File: config.mk
export PLATFORM = sky130hd
export DESIGN_NAME = limit_loader
export DESIGN_NICKNAME = d
export VERILOG_FILES = /design/src/rtl/limit_loader_pkg.sv /design/src/rtl/limit_loader_ctrl.sv /design/src/rtl/limit_loader_dp.sv /design/src/rtl/limit_loader.sv
export SDC_FILE = /design/constraint.sdc
export NUM_CORES = 1
export LEC_CHECK = 0
export CAP_MARGIN = 30
export CELL_PAD_IN_SITES_DETAIL_PLACEMENT = 1
export CELL_PAD_IN_SITES_GLOBAL_PLACEMENT = 2
export CORE_UTILIZATION = 37
export DETAILED_ROUTE_END_ITERATION = 7
export GPL_ROUTABILITY_DRIVEN = 0
export PLACE_DENSITY_LB_ADDON = 0.08
export SLEW_MARGIN = 25
export SYNTH_ARGS = -nofsm -noshare
export SYNTH_HDL_FRONTEND = slang
export SYNTH_SLANG_ARGS = --single-unit
export TNS_END_PERCENT = 100
File: constraint.sdc
create_clock -name clk -period 6.8 [get_ports clk]
set_input_delay 1.7 -clock clk [delete_from_list [all_inputs] [get_ports clk]]
set_output_delay 1.7 -clock clk [all_outputs]
set_load 0.02 [all_outputs]
File: src/rtl/limit_loader_pkg.sv
package limit_loader_pkg;
  // Word bit positions of the trigger flags that make a limit critical.
  // Bit 14 (healthy trigger) is deliberately not part of this set.
  localparam int TRIG_RESET    = 15;
  localparam int TRIG_POWEROFF = 13;
  localparam int TRIG_SHUTDOWN = 12;

  // Strobes from the sequencer to the datapath.
  typedef struct packed {
    logic       capHi;   // latch the upper byte of a limit word
    logic       wrWord;  // lower byte present, commit the word
    logic [1:0] slot;    // limit index within the channel (0..3)
  } lim_ctl_t;
endpackage

File: src/rtl/limit_loader_ctrl.sv
module limit_loader_ctrl
  import limit_loader_pkg::*;
#(
  parameter int NCH   = 11,
  parameter int ADDRW = 8,
  parameter int BASE  = 'h80,
  localparam int CHW  = (NCH > 1) ? $clog2(NCH) : 1
) (
  input  logic             clk,
  input  logic             rstN,
  input  logic             start,
  input  logic             rdValid,
  input  logic             rdErr,
  output logic             rdReq,
  output logic [ADDRW-1:0] rdAddr,
  output lim_ctl_t         ctl,
  output logic [CHW-1:0]   chSel,
  output logic             done,
  output logic             err
);
  localparam int LIMS   = 4;
  localparam int STRIDE = LIMS * 2;
  localparam logic [CHW-1:0] LAST_CH = CHW'(NCH - 1);

  typedef enum logic [1:0] {IDLE, ISSUE, AWAIT} state_t;

  state_t     state;
  logic [1:0] slot;
  logic       byteSel;
  logic       pendStart;
  logic       accept;

  assign accept = (state == AWAIT) && rdValid && !rdErr;
  assign rdReq  = (state == ISSUE);
  assign rdAddr = ADDRW'(BASE + int'(chSel) * STRIDE + int'(slot) * 2 + int'(byteSel));

  always_comb begin
    ctl.capHi  = accept && !byteSel;
    ctl.wrWord = accept && byteSel;
    ctl.slot   = slot;
  end

  always_ff @(posedge clk or negedge rstN) begin
    if (!rstN) begin
      state     <= IDLE;
      chSel     <= '0;
      slot      <= '0;
      byteSel   <= 1'b0;
      done      <= 1'b0;
      err       <= 1'b0;
      pendStart <= 1'b1;
    end else begin
      case (state)
        IDLE: if (start || pendStart) begin
          state     <= ISSUE;
          chSel     <= '0;
          slot      <= '0;
          byteSel   <= 1'b0;
          done      <= 1'b0;
          err       <= 1'b0;
          pendStart <= 1'b0;
        end
        ISSUE: state <= AWAIT;
        AWAIT: begin
          if (rdErr) begin
            state <= IDLE;
            err   <= 1'b1;
          end else if (rdValid) begin
            if (!byteSel) begin
              byteSel <= 1'b1;
              state   <= ISSUE;
            end else begin
              byteSel <= 1'b0;
              if (slot != 2'd3) begin
                slot  <= slot + 2'd1;
                state <= ISSUE;
              end else begin
                slot <= '0;
                if (chSel == LAST_CH) begin
                  state <= IDLE;
                  done  <= 1'b1;
                end else begin
                  chSel <= chSel + CHW'(1);
                  state <= ISSUE;
                end
              end
            end
          end
        end
        default: state <= IDLE;
      endcase
    end
  end
endmodule

File: src/rtl/limit_loader_dp.sv
module limit_loader_dp
  import limit_loader_pkg::*;
#(
  parameter int NCH   = 11,
  parameter int CODEW = 10,
  localparam int CHW  = (NCH > 1) ? $clog2(NCH) : 1,
  localparam int HIW  = CODEW - 8,
  localparam int VW   = NCH * CODEW
) (
  input  logic           clk,
  input  logic           rstN,
  input  lim_ctl_t       ctl,
  input  logic [CHW-1:0] chSel,
  input  logic [7:0]     rdData,
  output logic [VW-1:0]  critLo,
  output logic [VW-1:0]  warnLo,
  output logic [VW-1:0]  warnHi,
  output logic [VW-1:0]  critHi
);
  // Only the parts of the upper byte that matter are kept.
  logic [HIW-1:0]   hiCode;
  logic             hiCrit;
  logic [CODEW-1:0] code;

  always_ff @(posedge clk or negedge rstN) begin
    if (!rstN) begin
      hiCode <= '0;
      hiCrit <= 1'b0;
    end else if (ctl.capHi) begin
      hiCode <= rdData[HIW-1:0];
      hiCrit <= rdData[TRIG_RESET-8] | rdData[TRIG_POWEROFF-8] | rdData[TRIG_SHUTDOWN-8];
    end
  end

  assign code = {hiCode, rdData};

  for (genvar c = 0; c < NCH; c++) begin : g_ch
    logic [CODEW-1:0] cl, wl, wh, ch;
    logic             hit;
    assign hit = ctl.wrWord && (chSel == CHW'(c));

    always_ff @(posedge clk or negedge rstN) begin
      if (!rstN) begin
        cl <= '0; wl <= '0; wh <= '0; ch <= '0;
      end else if (hit) begin
        case (ctl.slot)
          2'd0: begin cl <= code; wl <= code; end
          2'd1: if (hiCrit) cl <= code; else wl <= code;
          2'd2: begin ch <= code; wh <= code; end
          default: if (hiCrit) ch <= code; else wh <= code;
        endcase
      end
    end

    assign critLo[c*CODEW +: CODEW] = cl;
    assign warnLo[c*CODEW +: CODEW] = wl;
    assign warnHi[c*CODEW +: CODEW] = wh;
    assign critHi[c*CODEW +: CODEW] = ch;
  end
endmodule

File: src/rtl/limit_loader.sv
module limit_loader
  import limit_loader_pkg::*;
#(
  parameter int NCH   = 11,
  parameter int CODEW = 10,
  parameter int ADDRW = 8,
  parameter int BASE  = 'h80
) (
  input  logic                 clk,
  input  logic                 rstN,
  input  logic                 start,
  output logic                 rdReq,
  output logic [ADDRW-1:0]     rdAddr,
  input  logic                 rdValid,
  input  logic                 rdErr,
  input  logic [7:0]           rdData,
  output logic [NCH*CODEW-1:0] critLo,
  output logic [NCH*CODEW-1:0] warnLo,
  output logic [NCH*CODEW-1:0] warnHi,
  output logic [NCH*CODEW-1:0] critHi,
  output logic                 done,
  output logic                 err
);
  localparam int CHW = (NCH > 1) ? $clog2(NCH) : 1;

  lim_ctl_t       ctl;
  logic [CHW-1:0] chSel;

  limit_loader_ctrl #(.NCH(NCH), .ADDRW(ADDRW), .BASE(BASE)) u_ctrl (
    .clk(clk), .rstN(rstN), .start(start), .rdValid(rdValid), .rdErr(rdErr),
    .rdReq(rdReq), .rdAddr(rdAddr), .ctl(ctl), .chSel(chSel),
    .done(done), .err(err)
  );

  limit_loader_dp #(.NCH(NCH), .CODEW(CODEW)) u_dp (
    .clk(clk), .rstN(rstN), .ctl(ctl), .chSel(chSel), .rdData(rdData),
    .critLo(critLo), .warnLo(warnLo), .warnHi(warnHi), .critHi(critHi)
  );
endmodule

Word level (Yosys, flattened, before mapping)
Index checks and enable logic that the tools add are counted.
- output and inout bits: 451
- word-level logic and storage cells: 203
- register bits: 455
- mux-type cells: 39
- reduce and logical (&&, ||, !) cells: 76
- equal/unequal tests: 27
- $add $sub $neg: 5
- bitwise gates (word level): 3
- operators with widths (cell ; number):
    $reduce_and A3 Y1 ; 45
    $pmux W10 S2 ; 4
    $mux W4 ; 6
    $mux W10 ; 2
    $mux W2 ; 10
    $ne A2 B2 Y1 const B ; 9
    $eq A4 B3 Y1 const B ; 4
    $logic_and A1 B1 Y1 ; 15
    $reduce_and A7 Y1 ; 2
    $eq A4 B4 Y1 const B ; 3
    $mux W1 ; 11
    $add A8 B2 Y8 ; 1
    $add A8 B4 Y8 ; 1
    $add A8 B7 Y8 const A ; 1
    $eq A4 B2 Y1 const B ; 2
    $pmux W4 S2 ; 1
    $ne A2 B1 Y1 const B ; 3
    $pmux W1 S2 ; 3
    $pmux W2 S3 ; 1
    $reduce_bool A2 Y1 ; 3
    $reduce_and A5 Y1 ; 1
    $add A4 B1 Y4 const B ; 1
    $eq A2 B1 Y1 const B ; 2
    $eq A2 B2 Y1 const B ; 2
    13 further kinds ; 17

Logic depth before layout (Yosys ltp)
Gate-level depths: netlist (run 1).
- depth after elaboration: 7
- mapped depth: 6
- depth with buffers taken out: 6

By module
From an unflattened synthesis (run 1), not the netlist that was laid out.
- cell total of the unflattened synthesis: 1087
- area total of the unflattened synthesis: 17631.9 um^2
- modules (own cells, without submodules) (module ; cells an instance ; area each (um^2) ; times used):
    limit_loader_dp ; 1015 ; 16906.2 ; 1
    limit_loader_ctrl ; 72 ; 725.7 ; 1

Least setup slack after synthesis (run 1)
OpenSTA, ideal clock, no wires.
- path kind: in2reg
- start: input rdErr
- end: register u_dp.g_ch[3].wh[0]
- data required time: 6.675 ns
- path buffers: 0
- setup time: 0.125 ns
- path slack: 3.590 ns
- arrival: 3.085 ns
- cell stages on the path: 4
- cells stage by stage: and4bb_2 nand3_4 nor2_8 mux2_4
- longest elaborated chain between the ends: 5
- RTL lines (what ; line ; source):
    from (decl) ; limit_loader.sv:15 ; input logic rdErr,
    $logic_not A1 Y1 ; limit_loader_ctrl.sv:33 ; assign accept = (state == AWAIT) && rdValid && !rdErr;
    $logic_and A1 B1 Y1 ; limit_loader_ctrl.sv:33 ;
    $logic_and A1 B1 Y1 ; limit_loader_ctrl.sv:39 ; ctl.wrWord = accept && byteSel;
    $logic_and A1 B1 Y1 ; limit_loader_dp.sv:40 ; assign hit = ctl.wrWord && (chSel == CHW'(c));
    $reduce_and A3 Y1 (no line) ; -- ;
    to (signal assigned) ; limit_loader_dp.sv:49 ; 2'd2: begin ch <= code; wh <= code; end
    to (signal assigned) ; limit_loader_dp.sv:50 ; default: if (hiCrit) ch <= code; else wh <= code;
    to (decl) ; limit_loader_dp.sv:38 ; logic [CODEW-1:0] cl, wl, wh, ch;
Every way passes these cells.
A chain may end at the register's enable or synchronous reset.

Worst setup path in the final report (run 1)
- start: input rdErr
- end: register u_dp.g_ch[0].wh[4]
- longest elaborated chain between the ends: 5
- RTL lines (what ; line):
    $logic_not A1 Y1 ; limit_loader_ctrl.sv:33
    $logic_and A1 B1 Y1 ; limit_loader_ctrl.sv:33
    $logic_and A1 B1 Y1 ; limit_loader_ctrl.sv:39
    $logic_and A1 B1 Y1 ; limit_loader_dp.sv:40
    $reduce_and A3 Y1 (no line) ; --
    to (signal assigned) ; limit_loader_dp.sv:49
    to (signal assigned) ; limit_loader_dp.sv:50
    to (decl) ; limit_loader_dp.sv:38
Every way passes these cells.

==> impl_results.md, run 1 <==
* Total GRT Usage at 0.2382
* Cell Int Power at 4.714 mW
* Post-route setup TNS at 0 ns
* Routed vias/inst at 5.017
* Routed Antenna Nets at 0
* Post-Syn Nets at 1102
* Post-layout util at 0.5252
* Crit path kind: in -> reg
* Initial DRC Count at 458
* Synth area leader: dfrtp_1
* Synth-to-layout area growth at 38.67%
* Setup bufs post-CTS at 0
* RSZ-0062 raised after global routing: no
* Clk root buf: clkbuf_16
* Worst path arrival time at 4.32 ns
* Initial Utilization at 0.3788
* M1 wire length at 24090 µm
* CP endpoint kind: register
* Clock Sinks at 455
* Worst reg2reg path depth at 4
* Pre-CTS setup slack at 2.310 ns
* Status: finished, final reports clean
* Final Critical Period at 3.858 ns
* CP peak stage delay at 0.73 ns
* Top sig layer: met4
* Overall die width at 221.2 µm
* Clock Power Share at 0.413
* Peak Freq at 0.2592 GHz
* Clk_skew at 0.02056 ns
* Die Ht at 221.2 µm
* Post-synth ARST share at 1.000
* Post-Route WL at 57440 µm
* Clk buf depth at 3
* Final Hold Vio Count at 0
* Met3 WL at 4199 µm
* PwrDens at 262.8 nW/µm²
* Ys flop type: dfrtp_1
* Largest net degree at the start of global routing at 161
* Via count at 11020
* Filler cells at 4516
* Drt wl/cell at 26.16 µm
* Psw at 1.767 mW
* Die area at 48940 µm²
* Slowest cell on crit path: nor2_2
* Crit-path cells: clkdlybuf4s50_1 -> and4bb_2 -> nand3_2 -> nor2_2 -> mux2_2
* IO Pins at 464
* Worst-Margin Slew at 1.094 ns
* DR WL met2 at 27580 µm
* FF/Latch Area at 11390 µm²
* Post-synth EDFFs at 0
* Initial antenna violation count at 1
* Logic pwr share at 0.129
* Yosys cell types at 48
* Sw Ratio at 0.2726
* Pleak at 11.62 nW
* Worst-path clk slew at 0.06 ns
* Total grt overflow at 0
* Sequential power share at 0.458
* Ys Warns at 0
* Synth area leaders: dfrtp_1 64%, mux2_2 27%, nor2_4 1.9%
* TritonCTS clock tree: done
* # port buffers at 462
* Sequential area share after synthesis at 0.6403
* Avg Inst Size Synth at 16.45 µm²
* Final setup fails at 0
* Setup slack after layout at 2.942 ns
* Post-synthesis register bit count at 455
* Htree depth at 2
* Critical Path Fanout Max at 12
* Element type at the critical path start: input pin
* Total of max-cap violations at 0
* VDD IR-drop max at 0.1870 mV
* Area after DPL at 23020 µm²
* Most frequent cell after synthesis: dfrtp_1
* Share of layout cells above drive strength 1 at 0.3682
* Hold Crit Class: reg -> reg
* Hold_buf cts at 0
* Cells after Synth at 1081
* Worst skew pair latency at 0.59 ns
* N_diodes at 0
* TritonRoute pass-1 iters at 4
* Post-synth top cells: 454 x dfrtp_1, 423 x mux2_2, 38 x clkbuf_1
* Fin area at 24660 µm²
* Fin. max-slew vios at 0
* Row count at 79
* Residual DRC at 0
* Hold Path Depth at 1
* WP data required at 7.26 ns
* DP HPWL at 37770 µm
* Multi-input combinational cell area at 6145 µm²
* Total core area at 46950 µm²
* Total CTS buffers at 50
* Netlist Area Pre-Place at 17780 µm²
* First-pass GRT wire length at 86030 µm
* Final period utilization at 0.5673
* # resized after CTS at 0
* Top cell type's share of synthesized area at 0.6389
* Nets at 1576
* Relative slew slack at 0.2704
* Vias in the first global route at 11960
==> power by group through the flow <==
stage	registers, mW	clock network, mW	logic [mW]
final	2.97	2.68	0.836
after detailed placement	3.05	0	0.797
after CTS	3.00	2.75	0.802
after global placement	3.05	0	0.789
after global routing	2.99	2.84	0.899
after floorplan	3.02	0	0.380
==> cells by family after synthesis <==
| kind of cell | synth area share |
|---|---|
| buffers and inverters | 0.01421 |
| and+or+nand+nor | 0.04545 |
| adders and majority gates | 0.005629 |
| DFF | 0.6403 |
| other | 0.0002109 |
| AOI/OAI and AO/OA | 0.009781 |
| muxes | 0.2844 |
==> cells in the final DEF, fill, tap and decap left out, drive strengths merged, types with 2 or more instances in the layout <==
| cell type | instances |
|---|---|
| inv | 7 |
| nor3 | 3 |
| o21ai | 9 |
| buf | 22 |
| nand2b | 4 |
| clkinv | 5 |
| dfrtp | 454 |
| nor2 | 53 |
| nand2 | 7 |
| a21oi | 3 |
| mux2 | 444 |
| or4 | 2 |
| nand3 | 7 |
| clkdlybuf4s50 | 453 |
| nor2b | 6 |
| ha | 8 |
| mux2i | 2 |
| bufinv | 2 |
| clkbuf | 78 |
==> metal layers <==
| metal | vias up | track usage |
|---|---|---|
| met4 | 0 | 0.07670 |
| met2 | 298 | 0.3855 |
| met5 | - | 0 |
| met1 | 5895 | 0.3027 |
| met3 | 81 | 0.07555 |
| li1 | 4744 | - |
==> worst max-delay path: cells and delay by family <==
family,cells,cell delay (ns)
multiplexers,1,0.40
AND/OR/NAND/NOR,3,1.75
buffers and inverters,1,0.46
==> path summary, 6_finish.rpt <==
path,from,to,slack [ns]
max,rdErr,u_dp.g_ch[0].wh[4]$_DFFE_PN0P_,2.94
min,u_dp.g_ch[2].ch[6]$_DFFE_PN0P_,u_dp.g_ch[2].ch[6]$_DFFE_PN0P_,0.49
min in group asynchronous,rstN,u_dp.g_ch[6].cl[4]$_DFFE_PN0P_,1.14
max reg2reg,u_ctrl.state[0]$_DFFE_PN0P_,u_dp.g_ch[0].wh[4]$_DFFE_PN0P_,4.02
min reg2reg,u_dp.g_ch[2].ch[6]$_DFFE_PN0P_,u_dp.g_ch[2].ch[6]$_DFFE_PN0P_,0.49
max in group asynchronous,rstN,u_dp.g_ch[5].wl[1]$_DFFE_PN0P_,4.20
==> through the flow <==
step           power [mW]  hold slack (ns)  instances
2_1_floorplan       3.404           0.4709       1081
3_3_place_gp        3.834           0.4690       2108
3_5_place_dp        3.849           0.4745       2108
4_1_cts             6.555           0.4891       2194
5_1_grt             6.729           0.5041       2196
6_report            6.482           0.4868       2196
==> sequential cells by signal, summed over array words and instances, names as in the netlist, 2 cells and up <==
name and count:
u_ctrl.chSel 4, u_ctrl.slot 2, u_ctrl.state 2, u_dp.g_ch.ch 110, u_dp.g_ch.cl 110, u_dp.g_ch.wh 110
u_dp.g_ch.wl 110, u_dp.hiCode 2
==> final cells by class <==
cell class,instances,area share
clock buffer,78,0.06114
clock inverter,8,0.003805
inverter,6,0.0009133
multi-input combinational,567,0.2492
sequential,455,0.4620
tap,607,0.03080
timing repair buffer,475,0.1922
(Power assumes the default switching activity.)
==> inputs of run 2 (changes only) <==
Settings changed: CORE_UTILIZATION 37 to 34.
Clock period 6.8 ns to 3.9 ns, I/O delays scaled along.
==> impl_results.md, run 2 (synthesized netlist as in run 1, its figures left out) <==
* Status: finished, final reports clean (unchanged)
* Final setup fails at 0 (unchanged)
* Hold_buf cts at 0 (unchanged)
* Final period utilization at 0.7505
* Most frequent cells in the layout: 453 x clkdlybuf4s50_1, 452 x dfrtp_1, 423 x mux2_2 (unchanged)
* Fin. max-slew vios at 0 (unchanged)
* Drt wl/cell at 25.93 µm (was 26.16 µm)
* Layout Cells excl Fill at 2297 (was 2196)
* TritonRoute pass-1 iters at 4 (unchanged)
* WP data required at 2.92 ns (was 7.26 ns)
* Die Ht at 230.7 µm (was 221.2 µm)
* Final Critical Period at 2.927 ns
* Clock Sinks at 455 (unchanged)
* TritonCTS clock tree: done (unchanged)
* Worst path arrival time at 1.95 ns (was 4.32 ns)
* Total core area at 51510 µm² (was 46950 µm²)
* Crit path kind: reg -> out (was in -> reg)
* Htree depth at 2 (unchanged)
* N_diodes at 0 (unchanged)
* PwrDens at 463.0 nW/µm² (was 262.8 nW/µm²)
* Crit-path cells: nor2b_1 -> clkdlybuf4s50_1 (was clkdlybuf4s50_1 -> and4bb_2 -> nand3_2 -> nor2_2 -> mux2_2)
* Post-Route WL at 59560 µm (was 57440 µm)
* Total GRT Usage at 0.2275 (was 0.2382)
* Element type at the critical path start: register (was input pin)
* Total of max-cap violations at 0 (unchanged)
* Clk root buf: clkbuf_16 (unchanged)
* First-pass GRT wire length at 87960 µm (was 86030 µm)
* Relative slew slack at 0.3978 (was 0.2704)
* IO Pins at 464 (unchanged)
* DP HPWL at 41140 µm (was 37770 µm)
* Pleak at 11.79 nW (was 11.62 nW)
* Final Power at 11.60 mW (was 6.482 mW)
* Setup slack after layout at 0.9731 ns (was 2.942 ns)
* RSZ-0062 raised after global routing: no (unchanged)
* Share of layout cells above drive strength 1 at 0.3785 (was 0.3682)
* Clk buf depth at 3 (unchanged)
* CP endpoint kind: primary output (was register)
* Worst skew pair latency at 0.59 ns (about the same)
* Slowest cell on crit path: clkdlybuf4s50_1 (was nor2_2)
* Critical Path Fanout Max at 10 (was 12)
* Largest net degree at the start of global routing at 77 (was 161)
* Post-route setup TNS at 0 ns (unchanged)
* Buf/Inv on CP at 1 (unchanged)
* Vias in the first global route at 12140 (was 11960)
* # port buffers at 462 (unchanged)
* Placed insts at 2202 (was 2108)
* Residual DRC at 0 (unchanged)
* Die area at 53220 µm² (was 48940 µm²)
* Overall die width at 230.7 µm (was 221.2 µm)
* Via count at 11090 (was 11020)
* Total CTS buffers at 51 (was 50)
* Clk_skew at 0.01109 ns (was 0.02056 ns)
* Routed vias/inst at 4.829 (was 5.017)
* CP peak stage delay at 0.63 ns (was 0.73 ns)
* Nets at 1597 (was 1576)
* Total grt overflow at 0 (unchanged)
* Setup bufs post-CTS at 0 (unchanged)
* Row count at 83 (was 79)
* Worst-path clk slew at 0.06 ns (about the same)
* Worst-Margin Slew at 0.9032 ns (was 1.094 ns)
* Initial antenna violation count at 2 (was 1)
* Pre-CTS setup slack at 0.6408 ns (was 2.310 ns)
* Initial DRC Count at 384 (was 458)
* Synth-to-layout area growth at 40.91% (was 38.67%)
* Final Hold Vio Count at 0 (unchanged)
* Initial Utilization at 0.3452 (was 0.3788)
* Commonest non-fill, non-tap cell in the layout: clkdlybuf4s50_1 (unchanged)
* CP top delay family: buffers and inverters (was simple AND/OR/NAND/NOR gates)
* # resized after CTS at 0 (unchanged)
* Hold Crit Class: in -> async (was reg -> reg)
* VDD IR-drop max at 0.3055 mV (was 0.1870 mV)
* Peak Freq at 0.3417 GHz
* Post-layout util at 0.4865 (was 0.5252)
* Routed Antenna Nets at 0 (unchanged)
[run 2: cell count changes in the layout (fill, tap and decap cells not counted), sizes merged]
cell | before | now
buf | 22 | 42
bufinv | 2 | 4
clkbuf | 78 | 80
clkinv | 5 | 8
inv | 7 | 8
[run 2: per-layer routing]
layer | track usage | vias to the layer above | part of all wire
li1 | - | 4796 | -
met1 | 0.2846 | 5928 | 0.41
met2 | 0.3747 | 287 | 0.49
met3 | 0.07065 | 81 | 0.070
met4 | 0.07140 | 0 | 0.027
met5 | 0 | - | 0
[run 2: metrics by stage]
step                hold WS [ns]  area [µm²]
floorplan                 0.4709       17780
global placement          0.4699       23270
detailed placement        0.4784       23320
CTS                       0.3989       25040
global route              0.4273       25060
finish                    0.4058       25060
[run 2: path summary, 6_finish.rpt]
path                                                 from                             end  slack [ns]  depth (start not counted)
min reg2reg                u_dp.g_ch[2].ch[4]$_DFFE_PN0P_  u_dp.g_ch[2].ch[4]$_DFFE_PN0P_        0.49                          1
max reg2reg                    u_ctrl.slot[0]$_DFFE_PN0P_  u_dp.g_ch[5].ch[3]$_DFFE_PN0P_        1.23                          6
min in group clk           u_dp.g_ch[2].ch[4]$_DFFE_PN0P_  u_dp.g_ch[2].ch[4]$_DFFE_PN0P_        0.49                          1
max in group asynchronous                            rstN  u_dp.g_ch[8].wh[6]$_DFFE_PN0P_        2.58                          2
max                           u_ctrl.state[0]$_DFFE_PN0P_                           rdReq        0.97                          2
min                                                  rstN  u_dp.g_ch[6].ch[4]$_DFFE_PN0P_        0.41                          1
[run 2: layout make-up]
type | instances | area [µm²]
sequential | 455 | 11390
multi-input combinational | 567 | 6147
tap | 680 | 850.8
clock inverter | 14 | 188.9
fill | 5083 | 26450
inverter | 6 | 22.52
timing repair buffer | 495 | 4932
clock buffer | 80 | 1526
[run 2: where the power goes]
group / leakage [nW] / internal (mW) / total, mW / switching, mW
sequential: 6.33 / 4.90 / 5.17 / 0.264
clock: 0.846 / 2.95 / 4.91 / 1.96
combinational: 4.61 / 0.589 / 1.52 / 0.934
==> inputs of run 3 (changes only) <==
Clock period 3.9 ns to 3 ns, I/O delays scaled along.
==> impl_results.md, run 3 (synthesized netlist as in run 1, its figures left out) <==
* Clk root buf: clkbuf_16 (unchanged)
* Peak Freq at 0.3758 GHz
* Post-route setup TNS at 0 ns (unchanged)
* Commonest non-fill, non-tap cell in the layout: clkdlybuf4s50_1 (unchanged)
* Residual DRC at 0 (unchanged)
* Initial DRC Count at 369 (was 384)
* VDD IR-drop max at 0.3882 mV (was 0.3055 mV)
* Relative slew slack at 0.4315 (was 0.3978)
* IO Pins at 464 (unchanged)
* Setup bufs post-CTS at 0 (unchanged)
* Final Power at 14.63 mW (was 11.60 mW)
* Share of layout cells above drive strength 1 at 0.3882 (was 0.3785)
* Drt wl/cell at 25.76 µm (was 25.93 µm)
* Initial antenna violation count at 0 (was 2)
* Worst-Margin Slew at 0.8526 ns (was 0.9032 ns)
* DP HPWL at 41110 µm (was 41140 µm)
* Largest net degree at the start of global routing at 58 (was 77)
* Worst-path clk slew at 0.06 ns (about the same)
* Post-Route WL at 59930 µm (was 59560 µm)
* Total core area at 51510 µm² (unchanged)
* Crit-path cells: clkdlybuf4s50_1 (was nor2b_1 -> clkdlybuf4s50_1)
* Crit path kind: reg -> out (unchanged)
* Final Hold Vio Count at 0 (unchanged)
* Worst Hold Margin at 0.1077 ns (was 0.4058 ns)
* Hold Crit Class: in -> async (unchanged)
* Slowest cell on crit path: clkdlybuf4s50_1 (unchanged)
* Clk_skew at 0.01524 ns (was 0.01109 ns)
* CP endpoint kind: primary output (unchanged)
* Die Ht at 230.7 µm (unchanged)
* Vias in the first global route at 12410 (was 12140)
* Htree depth at 2 (unchanged)
* Pleak at 11.98 nW (was 11.79 nW)
* Routed Antenna Nets at 0 (unchanged)
* Total CTS buffers at 51 (unchanged)
* Synth-to-layout area growth at 43.58% (was 40.91%)
* Die area at 53220 µm² (unchanged)
* # port buffers at 462 (unchanged)
* Final setup fails at 0 (unchanged)
* Initial Utilization at 0.3452 (unchanged)
* TritonCTS clock tree: done (unchanged)
* Hold_buf cts at 0 (unchanged)
* Row count at 83 (unchanged)
* Final period utilization at 0.8870
* # resized after CTS at 0 (unchanged)
* Status: finished, final reports clean (unchanged)
* RSZ-0062 raised after global routing: no (unchanged)
* Worst path arrival time at 1.91 ns (was 1.95 ns)
* CP top delay family: buffers and inverters (unchanged)
* Routed vias/inst at 4.838 (was 4.829)
* Nets at 1632 (was 1597)
* Clk buf depth at 3 (unchanged)
* R2R Setup Slk at 0.41 ns (was 1.23 ns)
* Total grt overflow at 0 (unchanged)
* Fin. max-slew vios at 0 (unchanged)
* TritonRoute pass-1 iters at 4 (unchanged)
* WP data required at 2.25 ns (was 2.92 ns)
* Final Critical Period at 2.661 ns
* Overall die width at 230.7 µm (unchanged)
* CP peak stage delay at 0.70 ns (was 0.63 ns)
* Most frequent cells in the layout: 453 x clkdlybuf4s50_1, 452 x dfrtp_1, 423 x mux2_2 (unchanged)
* Total of max-cap violations at 0 (unchanged)
* PwrDens at 572.8 nW/µm² (was 463.0 nW/µm²)
* Element type at the critical path start: register (unchanged)
* Worst skew pair latency at 0.59 ns (about the same)
* Clock Sinks at 455 (unchanged)
* Critical Path Fanout Max at 11 (was 10)
* Via count at 11260 (was 11090)
* Total GRT Usage at 0.2282 (was 0.2275)
* First-pass GRT wire length at 88580 µm (was 87960 µm)
* Buf/Inv on CP at 1 (unchanged)
==> run 3: worst paths after layout <==
path,endpoint,cells after the start,from
worst max-delay path,rdAddr[0],1,u_ctrl.byteSel$_DFFE_PN0P_
worst min-delay path,u_dp.g_ch[8].cl[8]$_DFFE_PN0P_,1,rstN
worst max register to register,u_dp.g_ch[5].wh[5]$_DFFE_PN0P_,6,u_ctrl.slot[0]$_DFFE_PN0P_
worst min register to register,u_dp.g_ch[9].cl[2]$_DFFE_PN0P_,1,u_dp.g_ch[9].cl[2]$_DFFE_PN0P_
max in group asynchronous,u_dp.g_ch[9].ch[0]$_DFFE_PN0P_,3,rstN
min in group clk,u_dp.g_ch[9].cl[2]$_DFFE_PN0P_,1,u_dp.g_ch[9].cl[2]$_DFFE_PN0P_
==> run 3: cell type report <==
cell class	instances	area (µm²)
repair buffers	530	5538
diodes	1	2.502
clock inverters	6	35.03
flip-flops and latches	455	11390
inverters	6	22.52
clock buffers	82	1545
fillers	5067	25980
well taps	680	850.8
multi-input cells	567	6147
==> run 3: metal layers <==
metal	share of wire	global-route usage	vias to the layer above
met4	0.020	0.06147	0
met5	0	0	-
met3	0.062	0.06114	62
met1	0.42	0.2903	6052
li1	-	-	4884
met2	0.50	0.3824	260
==> run 3: where the power goes <==
part           switching [mW]  internal (mW)  total [mW]
clock                    2.46           3.49        5.95
combinational            1.15          0.750        1.90
sequential              0.400           6.38        6.78
==> run 3: through the flow <==
stage                     cell area, µm²  utilization  cells  setup slack, ns
final                              25530       0.4957   2327           0.3390
after CTS                          25530       0.4957   2326           0.2877
after global placement             23920       0.4645   2237           0.1696
after floorplan                    17780            -   1081           0.7397
after detailed placement           23950       0.4650   2238           0.1390
after global routing               25530       0.4957   2326           0.1880
